**src/rtl/tmr_pkg.sv**
```systemverilog
package tmr_pkg;

  localparam int unsigned CNT_W  = 16;
  localparam int unsigned SEL_W  = 2;
  localparam int unsigned ADDR_W = 2;

  localparam logic [ADDR_W-1:0] ADDR_MODE = 2'd0;
  localparam logic [ADDR_W-1:0] ADDR_CMP  = 2'd1;
  localparam logic [ADDR_W-1:0] ADDR_CNT  = 2'd2;

  // Stored, software-written part of the mode register
  typedef struct packed {
    logic [1:0]       edge_sel;
    logic             tog_en;
    logic [SEL_W-1:0] rate_sel;
    logic             out_en;
  } cfg_t;

  // Full 8-bit view of the mode register, MSB first
  typedef struct packed {
    logic             level;
    logic             wrap_flag;
    logic [1:0]       edge_sel;
    logic             tog_en;
    logic [SEL_W-1:0] rate_sel;
    logic             out_en;
  } mode_view_t;

endpackage

```
**src/rtl/tmr_rst_sync.sv**
```systemverilog
module tmr_rst_sync (
  input  logic clk,
  input  logic arst_n,
  output logic rst_n_o
);

  logic [1:0] sync_q;

  always_ff @(posedge clk or negedge arst_n) begin
    if (!arst_n) sync_q <= 2'b00;
    else         sync_q <= {sync_q[0], 1'b1};
  end

  assign rst_n_o = sync_q[1];

endmodule

```
**src/rtl/tmr_prescale.sv**
```systemverilog
module tmr_prescale #(
  parameter int unsigned SEL_W = 2
) (
  input  logic             clk,
  input  logic             rst_n,
  input  logic [SEL_W-1:0] rate_sel,
  output logic             tick
);

  localparam int unsigned DIV_W = (1 << SEL_W) - 1;

  logic [DIV_W-1:0] div_q, div_d;
  logic [DIV_W-1:0] tap_mask;

  // Mask of the low divider bits that must all be 1 for a strobe
  always_comb begin
    for (int i = 0; i < DIV_W; i++) begin
      tap_mask[i] = (32'(rate_sel) > i);
    end
  end

  always_comb begin
    div_d = div_q + 1'b1;
    tick  = ((div_q & tap_mask) == tap_mask);
  end

  always_ff @(posedge clk or negedge rst_n) begin
    if (!rst_n) div_q <= '0;
    else        div_q <= div_d;
  end

endmodule

```
**src/rtl/tmr_counter.sv**
```systemverilog
module tmr_counter #(
  parameter int unsigned W = 16
) (
  input  logic         clk,
  input  logic         rst_n,
  input  logic         tick,
  input  logic [W-1:0] cmp,
  output logic [W-1:0] cnt,
  output logic         hit,
  output logic         roll
);

  logic [W-1:0] cnt_q, cnt_d, cnt_inc;

  always_comb begin
    cnt_inc = W'(cnt_q + 1'b1);
    cnt_d   = tick ? cnt_inc : cnt_q;
    // events describe the value the counter is about to take
    hit     = tick && (cnt_inc == cmp);
    roll    = tick && (cnt_q == {W{1'b1}});
  end

  always_ff @(posedge clk or negedge rst_n) begin
    if (!rst_n)    cnt_q <= '0;
    else if (tick) cnt_q <= cnt_d;
  end

  assign cnt = cnt_q;

endmodule

```
**src/rtl/tmr_outctl.sv**
```systemverilog
module tmr_outctl (
  input  logic clk,
  input  logic rst_n,
  input  logic out_en,
  input  logic tog_en,
  input  logic hit,
  output logic level
);

  logic lvl_q, lvl_d;

  always_comb begin
    if (!out_en)            lvl_d = 1'b0;
    else if (hit && tog_en) lvl_d = ~lvl_q;
    else                    lvl_d = lvl_q;
  end

  always_ff @(posedge clk or negedge rst_n) begin
    if (!rst_n) lvl_q <= 1'b0;
    else        lvl_q <= lvl_d;
  end

  assign level = lvl_q;

endmodule

```
**src/rtl/cmp_toggle_timer.sv**
```systemverilog
module cmp_toggle_timer
  import tmr_pkg::*;
#(
  parameter int unsigned DATA_W = CNT_W
) (
  input  logic              clk,
  input  logic              rst_n,
  input  logic              wr_en,
  input  logic [ADDR_W-1:0] wr_addr,
  input  logic [DATA_W-1:0] wr_data,
  input  logic [ADDR_W-1:0] rd_addr,
  output logic [DATA_W-1:0] rd_data,
  output logic              tmr_out,
  output logic              irq
);

  localparam int unsigned MODE_W = $bits(mode_view_t);

  logic             rst_q_n;
  logic             tick;
  logic             hit;
  logic             roll;
  logic             lvl_q;
  logic [CNT_W-1:0] cnt_q;
  logic [CNT_W-1:0] cmp_q, cmp_d;
  cfg_t             cfg_q, cfg_d;
  logic             wrap_q, wrap_d;
  logic             irq_q, irq_d;
  mode_view_t       mode_rd;
  logic             wr_mode, wr_cmp;

  tmr_rst_sync u_rst (
    .clk     (clk),
    .arst_n  (rst_n),
    .rst_n_o (rst_q_n)
  );

  tmr_prescale #(.SEL_W(SEL_W)) u_pre (
    .clk      (clk),
    .rst_n    (rst_q_n),
    .rate_sel (cfg_q.rate_sel),
    .tick     (tick)
  );

  tmr_counter #(.W(CNT_W)) u_cnt (
    .clk   (clk),
    .rst_n (rst_q_n),
    .tick  (tick),
    .cmp   (cmp_q),
    .cnt   (cnt_q),
    .hit   (hit),
    .roll  (roll)
  );

  tmr_outctl u_out (
    .clk    (clk),
    .rst_n  (rst_q_n),
    .out_en (cfg_q.out_en),
    .tog_en (cfg_q.tog_en),
    .hit    (hit),
    .level  (lvl_q)
  );

  // Next-state for the register file
  always_comb begin
    wr_mode = wr_en && (wr_addr == ADDR_MODE);
    wr_cmp  = wr_en && (wr_addr == ADDR_CMP);

    cfg_d  = cfg_q;
    cmp_d  = cmp_q;
    wrap_d = wrap_q;
    irq_d  = hit;

    if (wr_mode) begin
      cfg_d = cfg_t'(wr_data[MODE_W-3:0]);
      if (!wr_data[MODE_W-2]) wrap_d = 1'b0;
    end
    if (wr_cmp) cmp_d = wr_data[CNT_W-1:0];
    if (roll)   wrap_d = 1'b1;
  end

  always_ff @(posedge clk or negedge rst_n) begin
    if (!rst_n) begin
      cfg_q  <= '0;
      cmp_q  <= '0;
      wrap_q <= 1'b0;
      irq_q  <= 1'b0;
    end else if (!rst_q_n) begin
      cfg_q  <= '0;
      cmp_q  <= '0;
      wrap_q <= 1'b0;
      irq_q  <= 1'b0;
    end else begin
      cfg_q  <= cfg_d;
      cmp_q  <= cmp_d;
      wrap_q <= wrap_d;
      irq_q  <= irq_d;
    end
  end

  // Read side
  always_comb begin
    mode_rd.level     = lvl_q;
    mode_rd.wrap_flag = wrap_q;
    mode_rd.edge_sel  = cfg_q.edge_sel;
    mode_rd.tog_en    = cfg_q.tog_en;
    mode_rd.rate_sel  = cfg_q.rate_sel;
    mode_rd.out_en    = cfg_q.out_en;
    case (rd_addr)
      ADDR_MODE: rd_data = DATA_W'(mode_rd);
      ADDR_CMP:  rd_data = DATA_W'(cmp_q);
      ADDR_CNT:  rd_data = DATA_W'(cnt_q);
      default:   rd_data = '0;
    endcase
  end

  assign tmr_out = lvl_q & cfg_q.out_en;
  assign irq     = irq_q;

endmodule

```
**config.mk**
```make
export PLATFORM = sky130hd
export DESIGN_NAME = cmp_toggle_timer
export DESIGN_NICKNAME = d
export VERILOG_FILES = /design/src/rtl/tmr_pkg.sv /design/src/rtl/tmr_rst_sync.sv /design/src/rtl/tmr_prescale.sv /design/src/rtl/tmr_counter.sv /design/src/rtl/tmr_outctl.sv /design/src/rtl/cmp_toggle_timer.sv
export SDC_FILE = /design/constraint.sdc
export NUM_CORES = 1
export LEC_CHECK = 0
export BUFFER_PORTS_ARGS = -buffer_cell sky130_fd_sc_hd__buf_2
export CAP_MARGIN = 20
export CORE_UTILIZATION = 40
export CTS_CLUSTER_DIAMETER = 100
export DETAILED_ROUTE_END_ITERATION = 16
export GPL_TIMING_DRIVEN = 0
export PLACE_DENSITY_LB_ADDON = 0.2
export SYNTH_ARGS = -nofsm -noshare
export SYNTH_HDL_FRONTEND = slang
export SYNTH_SLANG_ARGS = --single-unit
```
**constraint.sdc**
```tcl
create_clock -name clk -period 1.1 [get_ports clk]
set_input_delay 0.055 -clock clk [delete_from_list [all_inputs] [get_ports clk]]
set_output_delay 0.055 -clock clk [all_outputs]
set_load 0.05 [all_outputs]
```
==> results.md, run 1 <==
Outcome:
- The flow ran to the end, but the final reports show violations.
- The checks that failed: negative setup slack.

Worst setup path:
- The kind of end point of the critical path is a flop.
- The signal arrival time at the worst endpoint is between 2 and 2.5 ns.
- STA classifies the critical path startpoint as a flop.
- The signal on the critical path passes through ha_4 -> nand3_4 -> nor4_4 -> xnor2_1 -> nand2b_1 -> a2111oi_4 -> a31oi_1 -> o21a_1.
- The buffering stage count on the worst path with inverters included is 0.
- The delay contributed by the slowest stage of the critical path is 0.42 ns.
- By startpoint and endpoint, the worst setup path is classified as reg2reg.
- Of all nets on the critical path, the largest fanout is 5.
- The family with the most delay on the worst path is compound AO/OA/AOI/OAI gates.
- The slowest stage of the critical path is the sky130_fd_sc_hd__dfrtp_2 cell.
- The required time reported for the critical path endpoint is 1.30 ns.

GRT:
- The global route total overflow is 0.
- The pin count of the biggest net entering global routing is 27.
- The via count of the first global-routing pass is 2,374.
- The initial antenna violation count was 0.
- For this run, the total global-route usage over all layers was measured as 0.213.
- The global-route wire length before repair is between 10,000 and 15,000 um.

Detailed routing:
- The residual DRC count is 0.
- The routed via count divided by cell count is about 5.2.
- The first routing iteration left between 90 and 100 violations.
- The detailed router placed about 2,400 vias in this run.
- The wire length per cell after detailed routing is around 16 um.
- The routed design has around 7300 um of wire.
- The post-route antenna net violation count is 0.
- Before antenna repair, the detailed router went through 6 iterations.

Final layout:
- The final cell area excluding filler cells is 0.00404 mm2.
- The filler cells instantiated in the layout total 521.
- The area added between synthesis and finish is 47.3%.
- In the final layout, the multi-input gates occupy roughly 0.0017 mm2.
- The number of antenna diodes in the final layout is 0.
- The fraction of final layout cells sized beyond drive strength 1 is 0.409.
- The number of nets in the finished design is slightly above 400.
- The area taken by flip-flops and latches is 0.00117 mm2.

CTS:
- The clock transition time at the flip-flop clock pins of the worst setup and hold paths is about 0.10 ns.
- The H-tree depth is 2.
- The total clock buffers created by CTS is 5.
- The clock passes through at most 2 buffers.
- TritonCTS built the clock tree.
- The clock net in this run drives a total of 46 sinks.
- CTS placed an instance of sky130_fd_sc_hd__clkbuf_8 at the clock tree root.
- The latest clock arrival within the worst-skew pair is about 0.30 ns.

Place:
- The sum of net half-perimeters after detailed placement is between 4000 and 5000 um.
- After detailed placement, the total cell area comes to 0.00322 mm2.
- Routability-driven placement finished with a final weighted congestion of around 0.78.
- During placement, the flow inserted port buffers numbering 39.

Synthesis:
- Each instance of the synthesized netlist takes up on average 9.33 um2.
- The share of Yosys cell area claimed by the top area cell type is 0.420.
- The primary flip-flop cell chosen by synthesis mapping is sky130_fd_sc_hd__dfrtp_1.
- The number of enable-type register cells in the synthesized netlist is 0.
- Of all flip-flops after synthesis, the portion carrying an async set or reset was 1.00.
- The number of warnings reported in the yosys synthesis log is 0.
- In the post-synthesis netlist, the cell with the most instances is sky130_fd_sc_hd__nand2_1.
- By count the netlist is led by sky130_fd_sc_hd__nand2_1 (59), sky130_fd_sc_hd__dfrtp_1 (46), sky130_fd_sc_hd__xnor2_1 (27).
- The mapped netlist covers 0.00274 mm2.
- The synthesized net count is between 300 and 400.
- The gate count of the mapped netlist is approximately 290.
- Counting flops and latches in the post-synthesis netlist gives 46.
- The fraction of the yosys area taken by sequential cells is 0.420.
- Yosys mapped the design onto 45 distinct sky130hd cell types.
- Of all cell types, the one taking the most synthesized area is sky130_fd_sc_hd__dfrtp_1.
- By area the synthesized netlist is led by sky130_fd_sc_hd__dfrtp_1 (42%), sky130_fd_sc_hd__xnor2_1 (8.6%), sky130_fd_sc_hd__nand2_1 (8.1%).

STA:
- Across all setup checks in the final design, the least slack found is -0.994 ns.
- The count of endpoints failing hold in the final timing report was 0.
- At the pin with the least slew margin, the transition time is a little under 0.6 ns.
- The final clock skew is 0.00918 ns.
- The fmax is about 0.48 GHz.
- The count of endpoints failing setup in the final report is 35.
- The final cycle utilization of the critical path is 1.90.
- The number of slew-limit violations in the final report was 0.
- Subtracting the final worst setup slack from the clock period gives 2.09 ns.
- Headroom to the max-slew limit came out at 0.603.
- The setup TNS after final layout is -10.46 ns.
- Setup repair after global routing could not meet its margin everywhere.

Die:
- 41 I/O pins were placed.
- The die is 84.8 um tall.
- The horizontal die dimension is between 80 and 90 um.
- Row generation in the floorplan step produced 29 rows.
- The full die area is a little over 0.007 mm2.
- For this configuration, the core starts out at a cell density of 0.422.
- The floorplan step defined a core boundary enclosing 0.00649 mm2.

Power:
- Power spread over the standard cell area amounts to ~1400 mW/mm2.
- The static leakage is approximately 0.0018 uW.
- The peak supply drop is slightly below 0.7 mV.

Min path:
- The tightest min-delay check is of the in2reg type.

Flow run:
- The tool flagged a number of max-cap violations equal to 0.
logic make-up (layout without fill, tap and decap cells):
family	count (synthesis)	after routing	synth area share
simple gates	116	116	0.220
compound gates	51	51	0.136
flops	46	46	0.420
xor+xnor	37	37	0.118
buf+inv	27	119	0.0433
mux	14	14	0.0515
fa+ha+maj	2	2	0.00912
other cells	1	1	0.00137
layer usage:
metal	GRT usage	routed length [um]	vias up
li1	-	-	1186
met3	0.0305	167	11
met2	0.351	3540	38
met5	0	0	-
met4	0.0632	123	0
met1	0.291	3500	1182
placed cells by master (no fill, tap or decap), types with 3 or more instances in the layout:
| cell | synthesis | routed |
|---|---|---|
| sky130_fd_sc_hd__inv_1 | 5 | 5 |
| sky130_fd_sc_hd__clkbuf_1 | 14 | 5 |
| sky130_fd_sc_hd__buf_2 | 4 | 23 |
| sky130_fd_sc_hd__nand4_1 | 8 | 8 |
| sky130_fd_sc_hd__dlygate4sd3_1 | 0 | 13 |
| sky130_fd_sc_hd__nor2_1 | 10 | 6 |
| sky130_fd_sc_hd__a22o_4 | 0 | 4 |
| sky130_fd_sc_hd__xnor2_1 | 27 | 23 |
| sky130_fd_sc_hd__xnor2_2 | 0 | 4 |
| sky130_fd_sc_hd__nor3_1 | 3 | 3 |
| sky130_fd_sc_hd__mux2i_1 | 13 | 12 |
| sky130_fd_sc_hd__o21ai_0 | 13 | 3 |
| sky130_fd_sc_hd__nand2_4 | 0 | 5 |
| sky130_fd_sc_hd__buf_6 | 0 | 32 |
| sky130_fd_sc_hd__o211ai_1 | 3 | 3 |
| sky130_fd_sc_hd__a22o_2 | 0 | 3 |
| sky130_fd_sc_hd__o21a_1 | 3 | 3 |
| sky130_fd_sc_hd__dfrtp_1 | 46 | 35 |
| sky130_fd_sc_hd__xor2_1 | 10 | 10 |
| sky130_fd_sc_hd__dfrtp_2 | 0 | 10 |
| sky130_fd_sc_hd__nand2_2 | 0 | 7 |
| sky130_fd_sc_hd__nand2_1 | 59 | 47 |
| sky130_fd_sc_hd__nor2b_1 | 9 | 9 |
| sky130_fd_sc_hd__buf_4 | 3 | 24 |
| sky130_fd_sc_hd__buf_8 | 0 | 4 |
| sky130_fd_sc_hd__a21boi_0 | 17 | 16 |
| sky130_fd_sc_hd__nand3_1 | 4 | 3 |
| sky130_fd_sc_hd__o21ai_2 | 0 | 8 |
| sky130_fd_sc_hd__clkbuf_8 | 0 | 7 |
| sky130_fd_sc_hd__nor2_2 | 0 | 4 |
where the power goes:
group | switching, uW | internal, uW | leakage, uW | total (uW)
clock network | 622 | 449 | 0.0000374 | 1070
logic | 1360 | 1340 | 0.00113 | 2700
registers | 140 | 1870 | 0.000604 | 2010
what timing repair did:
action                                  CTS  global route
buffers inserted                         23            13
hold buffers                             12             1
resized for setup                        73            30
endpoints found under the setup margin   54            46
endpoints found under the hold margin    37             1
cloned                                    0             1
pin swaps                                12            18
path summary, 6_finish.rpt:
| check | slack [ns] | depth (start not counted) | startpoint | endpoint |
|---|---|---|---|---|
| worst max-delay path | -0.99 | 8 | u_cnt.cnt[1]$_DFFE_PN0N_ | u_out.level$_DFFE_PN0P_ |
| worst min register to register | 0.27 | 1 | u_rst.sync_q[1]$_DFF_PN0_ | u_cnt.cnt[0]$_DFFE_PN0N_ |
| min in group asynchronous | 0.27 | 1 | u_rst.sync_q[1]$_DFF_PN0_ | u_cnt.cnt[0]$_DFFE_PN0N_ |
| worst max register to register | -0.99 | 8 | u_cnt.cnt[1]$_DFFE_PN0N_ | u_out.level$_DFFE_PN0P_ |
| worst min-delay path | 0.003 | 3 | wr_data[6] | cmp_q[6]$_DFFE_PN0P_ |
| max in group asynchronous | 0.38 | 2 | rst_n | u_rst.sync_q[1]$_DFF_PN0_ |
layout make-up:
| class | instances | area share |
|---|---|---|
| buffer | 18 | 0.0403 |
| multi-input combinational | 221 | 0.430 |
| sequential | 46 | 0.289 |
| inverter | 5 | 0.00465 |
| clock buffer | 6 | 0.0180 |
| clock inverter | 2 | 0.00372 |
| timing repair buffer | 88 | 0.190 |
| tap | 77 | 0.0238 |
registers in the layout, summed over array words and instances, names as in the netlist:
signal / flops
cfg_q: 6
cmp_q: 16
irq: 1
u_cnt.cnt: 16
u_out.level: 1
u_pre.div_q: 3
u_rst.sync_q: 2
wrap_q: 1
worst reg2reg max path: stages (launching register included):
cell and delay [ns]:
sky130_fd_sc_hd__dfrtp_2 0.42, sky130_fd_sc_hd__ha_4 0.19, sky130_fd_sc_hd__nand3_4 0.13, sky130_fd_sc_hd__nor4_4 0.33, sky130_fd_sc_hd__xnor2_1 0.15, sky130_fd_sc_hd__nand2b_1 0.11
sky130_fd_sc_hd__a2111oi_4 0.35, sky130_fd_sc_hd__a31oi_1 0.14, sky130_fd_sc_hd__o21a_1 0.17
metrics by stage:
stage	power, uW	utilization	std cells	hold slack, ns	setup slack [ns]
after floorplan	3680	-	294	-0.241	-0.812
after global placement	4040	0.496	410	0.0904	-1.04
after detailed placement	4090	0.496	410	0.0853	-1.07
after CTS	5530	0.590	450	0.000398	-0.990
after global routing	6120	0.622	463	0.00914	-1.09
final	5790	0.622	463	0.00250	-0.994
Power figures use the tool's default switching activity.
==> run 2: changes to the inputs <==
CAP_MARGIN = not set   (was 20)
REMOVE_ABC_BUFFERS = 1   (was not set)
==> results.md, run 2 (synthesis gave the netlist of run 1 again) <==
Power:
- The net switching power figure is 2060 uW (-2.9%).
- The combinational share of power is 0.391 (-0.076).
- The internal power is 3740 uW (+1.9%).
- The power density over the cells came to 1520 mW/mm2 (+6.3%).
- The clock group share of total power is 0.220 (+0.035).
- The peak supply drop is 0.606 mV (-10%).
- The sequential power share came to 0.390 (+0.042).
- The switching portion of total power was 0.356 (-0.0112).
- The static leakage came to 0.00164 uW (-7.4%).

STA:
- The final cycle utilization of the critical path is 1.98 (+0.0805).
- The count of endpoints failing hold in the final timing report is 0 (unchanged).
- The setup TNS after final layout is -12.44 ns (-1.98 ns).
- The final clock skew is 0.00313 ns (-0.00605 ns).
- The post-layout worst setup margin is -1.08 ns (-0.0886 ns).
- The fmax is 0.458 GHz (-4.1%).
- The transition time of the tightest slew-check pin was 0.767 ns (+0.171 ns).
- The worst hold-check slack was 0.00120 ns (-0.00130 ns).
- The number of slew-limit violations in the final report is 0 (unchanged).
- The max-slew headroom at the worst pin is 0.487 (-0.116).
- Setup repair after global routing could not meet its margin everywhere.
- The time the final worst path needs with I/O delays and setup is 2.18 ns (+0.0886 ns).
- The count of endpoints failing setup in the final report was 35 (unchanged).

CTS:
- The latest clock arrival within the worst-skew pair is 0.30 ns (about the same).
- The total clock buffers created by CTS is 5 (unchanged).
- The clock transition time at the flip-flop clock pins of the worst setup and hold paths is 0.09 ns (about the same).
- The H-tree depth is 2 (unchanged).
- The CTS sink count is 46 (unchanged).
- The buffer levels on the longest clock path came to 2 (unchanged).
- CTS placed an instance of sky130_fd_sc_hd__clkbuf_8 at the clock tree root.
- TritonCTS built the clock tree.

Final layout:
- In the layout the commonest cells are sky130_fd_sc_hd__nand2_1 (52), sky130_fd_sc_hd__buf_6 (29), sky130_fd_sc_hd__dfrtp_1 (27), sky130_fd_sc_hd__xnor2_1 (25), sky130_fd_sc_hd__buf_2 (23).
- The library cell used most frequently in the layout, excluding fill and tap cells, is sky130_fd_sc_hd__nand2_1.
- The count of antenna diodes in the layout came to 0 (unchanged).
- The area added between synthesis and finish is 38.8%.
- The final cell area excluding filler cells was 0.00381 mm2 (-5.8%).
- The number of nets in the finished design was 391 (-4.6%).
- The non-filler instance count after layout came to 444 (-4.1%).
- The count of fill cells added during filler insertion is 544 (+4.4%).
- The fraction of final layout cells sized beyond drive strength 1 was 0.384 (-0.0251).

Worst setup path:
- In this run the worst setup path begins at u_cnt.cnt[0]$_DFFE_PN0N_.
- STA classifies the critical path startpoint as a flop.
- The internal reg-to-reg setup slack came to -1.08 ns (-0.09 ns).
- In this run the critical register-to-register path is captured at u_out.level$_DFFE_PN0P_.
- The required time reported for the critical path endpoint was 1.30 ns (about the same).
- The signal arrival time at the worst endpoint is 2.39 ns (+0.10 ns).
- The number of cells on the worst reg-to-reg path is 8 (unchanged).
- The top fanout value on the critical path was 4 (-1).
- In this run the critical register-to-register path is launched from u_cnt.cnt[0]$_DFFE_PN0N_.
- The end point of the critical path is u_out.level$_DFFE_PN0P_.
- By startpoint and endpoint, the worst setup path is classified as reg2reg.
- The kind of end point of the critical path is a flop.

Place:
- The number of port buffers was 40 (+2.6%).
- The final weighted congestion of routability-driven global placement is 0.792 (+1.2%).
- The pre-CTS setup slack came to -1.68 ns (-0.611 ns).
- The sum of net half-perimeters after detailed placement is 4310 um (-9.0%).
- The number of cells after detailed placement came to 389 (-5.1%).
- The area after detailed placement is 0.00294 mm2 (-8.7%).

GRT:
- The via count of the first global-routing pass came to 2,231 (-6.0%).
- The global-route wire length before repair was 11,200 um (-5.3%).
- The pin count of the biggest net entering global routing is 27 (unchanged).
- The total global routing track utilization came to 0.202 (-0.0110).
- The initial antenna violation count is 0 (unchanged).
- The global route total overflow is 0 (unchanged).

Detailed routing:
- The routed via count divided by cell count is 5.34 (+2.3%).
- The post-route antenna net violation count is 0 (unchanged).
- The number of vias after detailed routing is 2,370 (-1.9%).
- The violation count after the first detailed-routing iteration is 101 (+5.2%).
- The wire length per cell after detailed routing came to 16.4 um (+3.5%).
- The aggregate routed wire length was 7270 um (-0.79%).
- The residual DRC count is 1 (+1).
- The first-pass iteration count of the detailed router is 10 (+4).

Die:
- The core box area is 0.00649 mm2 (unchanged).
- The number of placement rows is 29 (unchanged).
- The die height is 84.8 um (unchanged).
- The starting density of the core is 0.422 (unchanged).
- The horizontal die dimension was 84.8 um (unchanged).
- The number of placed I/O pins is 41 (unchanged).
- The full die area is 0.00719 mm2 (unchanged).

Outcome:
- The flow ran to the end, but the final reports show violations.
- The final reports fail on design-rule violations, negative setup slack.

Min path:
- In this run the worst hold path is classified as in2reg.

Flow run:
- The number of violations of the max-capacitance limit was 0 (unchanged).
[run 2: stage by stage]
stage | total power, uW | utilization
6_report | 5800 | 0.586
4_1_cts | 5480 | 0.547
3_5_place_dp | 3620 | 0.453
5_1_grt | 6070 | 0.586
3_3_place_gp | 3600 | 0.453
2_1_floorplan | 3230 | -
[run 2: power groups by stage]
stage | clock (uW) | sequential [uW] | combinational, uW
4_1_cts | 1290 | 2250 | 1940
2_1_floorplan | 0 | 2210 | 1020
3_5_place_dp | 0 | 2320 | 1300
5_1_grt | 1360 | 2300 | 2410
6_report | 1270 | 2260 | 2270
3_3_place_gp | 0 | 2320 | 1280
[run 2: final cells by class]
class / count / area (um2) / area share
Sequential cell: 46 / 1180 / 0.309
Clock buffer: 6 / 72.6 / 0.0191
Tap cell: 77 / 96.3 / 0.0253
Timing Repair Buffer: 87 / 767 / 0.202
Inverter: 5 / 18.8 / 0.00493
Clock inverter: 2 / 37.5 / 0.00986
Multi-Input combinational cell: 221 / 1640 / 0.430
[run 2: routing by layer]
layer	part of all wire	vias to the layer above	global-route usage
li1	-	1149	-
met1	0.47	1167	0.277
met2	0.48	45	0.324
met3	0.024	9	0.0315
met4	0.018	0	0.0724
met5	0	-	0
[run 2: timing repair]
action | in CTS | in global routing
endpoints found under the hold margin | 36 | 0
setup buffers | 17 | 22
resized for setup | 85 | 38
hold buffers | 11 | 0
pin swaps | 26 | 11
setup endpoints to repair | 58 | 38
[run 2: worst min-delay path by stage]
| stage | start | endpoint | slack (ns) | depth (start not counted) |
|---|---|---|---|---|
| 2_1_floorplan | rst_n | cfg_q[0]$_DFFE_PN0P_ | -0.24 | 0 |
| 3_3_place_gp | rst_n | cfg_q[2]$_DFFE_PN0P_ | 0.09 | 1 |
| 3_5_place_dp | rst_n | cfg_q[2]$_DFFE_PN0P_ | 0.09 | 1 |
| 4_1_cts | wr_data[4] | cmp_q[4]$_DFFE_PN0P_ | 0.003 | 3 |
| 5_1_grt | wr_data[4] | cmp_q[4]$_DFFE_PN0P_ | 0.01 | 3 |
| 6_report | wr_data[4] | cmp_q[4]$_DFFE_PN0P_ | 0.001 | 3 |
[run 2: worst max-delay path: stages (launching register included)]
cell and delay, ns:
sky130_fd_sc_hd__dfrtp_2 0.42, sky130_fd_sc_hd__buf_6 0.12, sky130_fd_sc_hd__nand4_1 0.20, sky130_fd_sc_hd__nor4_4 0.36, sky130_fd_sc_hd__buf_4 0.18, sky130_fd_sc_hd__xnor2_2 0.08
sky130_fd_sc_hd__a2111oi_4 0.41, sky130_fd_sc_hd__a31oi_1 0.14, sky130_fd_sc_hd__o21a_1 0.18
==> run 3: changes to the inputs <==
PLACE_DENSITY_LB_ADDON = 0.3   (was 0.2)
==> results.md, run 3 (synthesis gave the netlist of run 1 again) <==
Worst setup path:
- The delay contributed by the slowest stage of the critical path is 0.42 ns (about the same).
- The worst setup path is captured at a flop.
- Traced cell by cell, the critical path runs through buf_6 -> nand4_4 -> buf_6 -> nor3_4 -> xor2_1 -> o211ai_1 -> and4b_2 -> and4_1 -> o21a_1.
- Among all stages on the critical path, the largest delay is contributed by sky130_fd_sc_hd__dfrtp_2.
- The top fanout value on the critical path is 5 (+1).
- The kind of start point of the critical path is a flop.
- The most prevalent standard cell on the critical path is sky130_fd_sc_hd__buf_6.
- The required time reported for the critical path endpoint is 1.30 ns (about the same).
- The signal arrival time at the worst endpoint is 2.31 ns (-0.08 ns).
- The critical path in this run is classified as reg2reg.

Final layout:
- The end-of-flow core utilization is 0.612 (+0.0256).
- The number of nets in the finished design came to 407 (+4.1%).
- Relative to the synthesized area, the layout overhead comes to 44.8%.
- The library cells used most frequently in the layout, excluding fill and tap cells, are sky130_fd_sc_hd__nand2_1 (52), sky130_fd_sc_hd__buf_4 (36), sky130_fd_sc_hd__dfrtp_1 (29), sky130_fd_sc_hd__buf_6 (27).
- The commonest non-fill, non-tap cell in the layout is sky130_fd_sc_hd__nand2_1.
- The final cell area excluding filler cells is 0.00397 mm2 (+4.4%).
- The count of fill cells added during filler insertion is 518 (-4.8%).
- The count of antenna diodes in the layout is 0 (unchanged).
- The fraction of final layout cells sized beyond drive strength 1 is 0.399 (+0.0153).
- The total area of multi-input combinational cells is 0.00168 mm2 (+2.7%).
- The area taken by flip-flops and latches is 0.00117 mm2 (-0.21%).

Die:
- The number of placed I/O pins is 41 (unchanged).
- The die height came to 84.8 um (unchanged).
- The horizontal die dimension is 84.8 um (unchanged).
- The starting density of the core is 0.422 (unchanged).
- The number of placement rows is 29 (unchanged).
- The core box area is 0.00649 mm2 (unchanged).
- The full die area is 0.00719 mm2 (unchanged).

Detailed routing:
- The violation count after the first detailed-routing iteration is 144 (+43%).
- The first-pass iteration count of the detailed router is 6 (-4).
- The wire length per cell after detailed routing came to 15.8 um (-3.6%).
- The number of vias after detailed routing was 2,430 (+2.5%).
- The post-route antenna net violation count is 0 (unchanged).
- The residual DRC count is 0 (-1).
- The aggregate routed wire length is 7260 um (-0.15%).
- The routed via count divided by cell count is 5.28 (-1.0%).

STA:
- The final clock skew is 0.0107 ns (+0.00755 ns).
- Setup repair after global routing could not meet its margin everywhere.
- The post-layout worst setup margin is -1.00 ns (+0.0793 ns).
- The transition time of the tightest slew-check pin is 0.752 ns (-0.0150 ns).
- The time the final worst path needs with I/O delays and setup came to 2.10 ns (-0.0793 ns).
- The count of endpoints failing hold in the final timing report is 0 (unchanged).
- The number of slew-limit violations in the final report is 0 (unchanged).
- The count of endpoints failing setup in the final report is 36 (+2.9%).
- The setup TNS after final layout is -10.46 ns (+1.98 ns).
- The max-slew headroom at the worst pin is 0.497 (+0.0101).
- The fmax came to 0.475 GHz (+3.8%).
- The final cycle utilization of the critical path is 1.91 (-0.0721).

GRT:
- The via count of the first global-routing pass is 2,297 (+3.0%).
- The pin count of the biggest net entering global routing is 27 (unchanged).
- The global route total overflow is 0 (unchanged).
- The global-route wire length before repair is 11,500 um (+2.7%).
- The initial antenna violation count is 0 (unchanged).
- The total global routing track utilization came to 0.205 (+0.00320).

CTS:
- The latest clock arrival within the worst-skew pair is 0.31 ns (about the same).
- The CTS sink count was 46 (unchanged).
- The H-tree depth is 2 (unchanged).
- The cell at the root of the clock tree is sky130_fd_sc_hd__clkbuf_8.
- The buffer levels on the longest clock path was 2 (unchanged).
- The total clock buffers created by CTS is 5 (unchanged).
- TritonCTS built the clock tree.
- The clock transition time at the flip-flop clock pins of the worst setup and hold paths came to 0.09 ns (about the same).

Power:
- The clock group share of total power is 0.216 (-0.004).
- The overall power of the completed layout came to 5960 uW (+2.8%).
- The switching portion of total power is 0.356 (about the same).
- The power density over the cells is 1500 mW/mm2 (-1.5%).
- The internal power was 3840 uW (+2.9%).
- The peak supply drop is 0.812 mV (+34%).
- The static leakage is 0.00172 uW (+4.8%).
- The combinational share of power came to 0.407 (+0.016).
- The net switching power figure is 2120 uW (+2.8%).
- The sequential power share is 0.377 (-0.013).

Outcome:
- The run finished, with violations left.
- The checks that failed: negative setup slack.

Min path:
- The path class of the tightest hold or removal check is in2reg.

Place:
- The area after detailed placement is 0.00294 mm2 (unchanged).
- The sum of net half-perimeters after detailed placement is 4200 um (-2.4%).
- The number of port buffers was 40 (unchanged).
- The final weighted congestion of routability-driven global placement is 0.823 (+3.9%).

Flow run:
- The number of violations of the max-capacitance limit is 0 (unchanged).
==> run 3: stage by stage <==
stage          worst slack (ns)  instances  hold slack, ns
2_1_floorplan             -1.09        272          -0.241
3_3_place_gp              -1.62        389          0.0912
3_5_place_dp              -1.63        389          0.0882
4_1_cts                  -0.900        450         0.00143
5_1_grt                   -1.08        460         0.00137
6_report                  -1.00        460         0.00252
==> run 3: final timing paths <==
path                                            from                        end  slack, ns  cells past startpoint
hold reg to reg            u_rst.sync_q[0]$_DFF_PN0_  u_rst.sync_q[1]$_DFF_PN0_       0.36                      0
max in group asynchronous                      rst_n  u_rst.sync_q[1]$_DFF_PN0_       0.40                      2
setup reg to reg            u_cnt.cnt[7]$_DFFE_PN0N_    u_out.level$_DFFE_PN0P_      -1.00                      9
min in group asynchronous                      rst_n       cfg_q[4]$_DFFE_PN0P_       0.27                      2
hold / removal                            wr_data[1]       cmp_q[1]$_DFFE_PN0P_      0.003                      3
setup / recovery            u_cnt.cnt[7]$_DFFE_PN0N_    u_out.level$_DFFE_PN0P_      -1.00                      9
==> run 3: repair_timing <==
item | 4_1_cts | 5_1_grt
hold buffers | 14 | 0
pin swaps | 24 | 14
setup endpoints to repair | 58 | 38
hold endpoints to repair | 39 | 0
buffers inserted | 39 | 11
gates resized for setup | 96 | 21
==> run 3: power groups by stage <==
stage / clock network (uW) / logic [uW] / registers (uW)
detailed placement: 0 / 1290 / 2320
global placement: 0 / 1270 / 2310
floorplan: 0 / 1020 / 2210
global route: 1380 / 2610 / 2280
finish: 1290 / 2430 / 2250
CTS: 1300 / 2230 / 2220
==> run 3: layer usage <==
| metal | GRT usage | wire, um | vias to the layer above |
|---|---|---|---|
| li1 | - | - | 1171 |
| met5 | 0 | 0 | - |
| met2 | 0.329 | 3500 | 62 |
| met1 | 0.282 | 3360 | 1187 |
| met3 | 0.0275 | 256 | 10 |
| met4 | 0.0786 | 139 | 0 |
==> run 3: cell type report <==
| type | count | share of cell area |
|---|---|---|
| Clock buffer | 6 | 0.0183 |
| Clock inverter | 2 | 0.00945 |
| Inverter | 5 | 0.00472 |
| Multi-Input combinational cell | 221 | 0.423 |
| Sequential cell | 46 | 0.296 |
| Tap cell | 77 | 0.0243 |
| Timing Repair Buffer | 103 | 0.225 |
==> run 3: critical path, delay by kind of cell, from the launching register on <==
| family | cells | cell delay [ns] |
|---|---|---|
| AO/OA/AOI/OAI | 2 | 0.31 |
| XOR/XNOR | 1 | 0.20 |
| buffers and inverters | 2 | 0.26 |
| flip-flops | 1 | 0.42 |
| AND/OR/NAND/NOR | 4 | 0.81 |
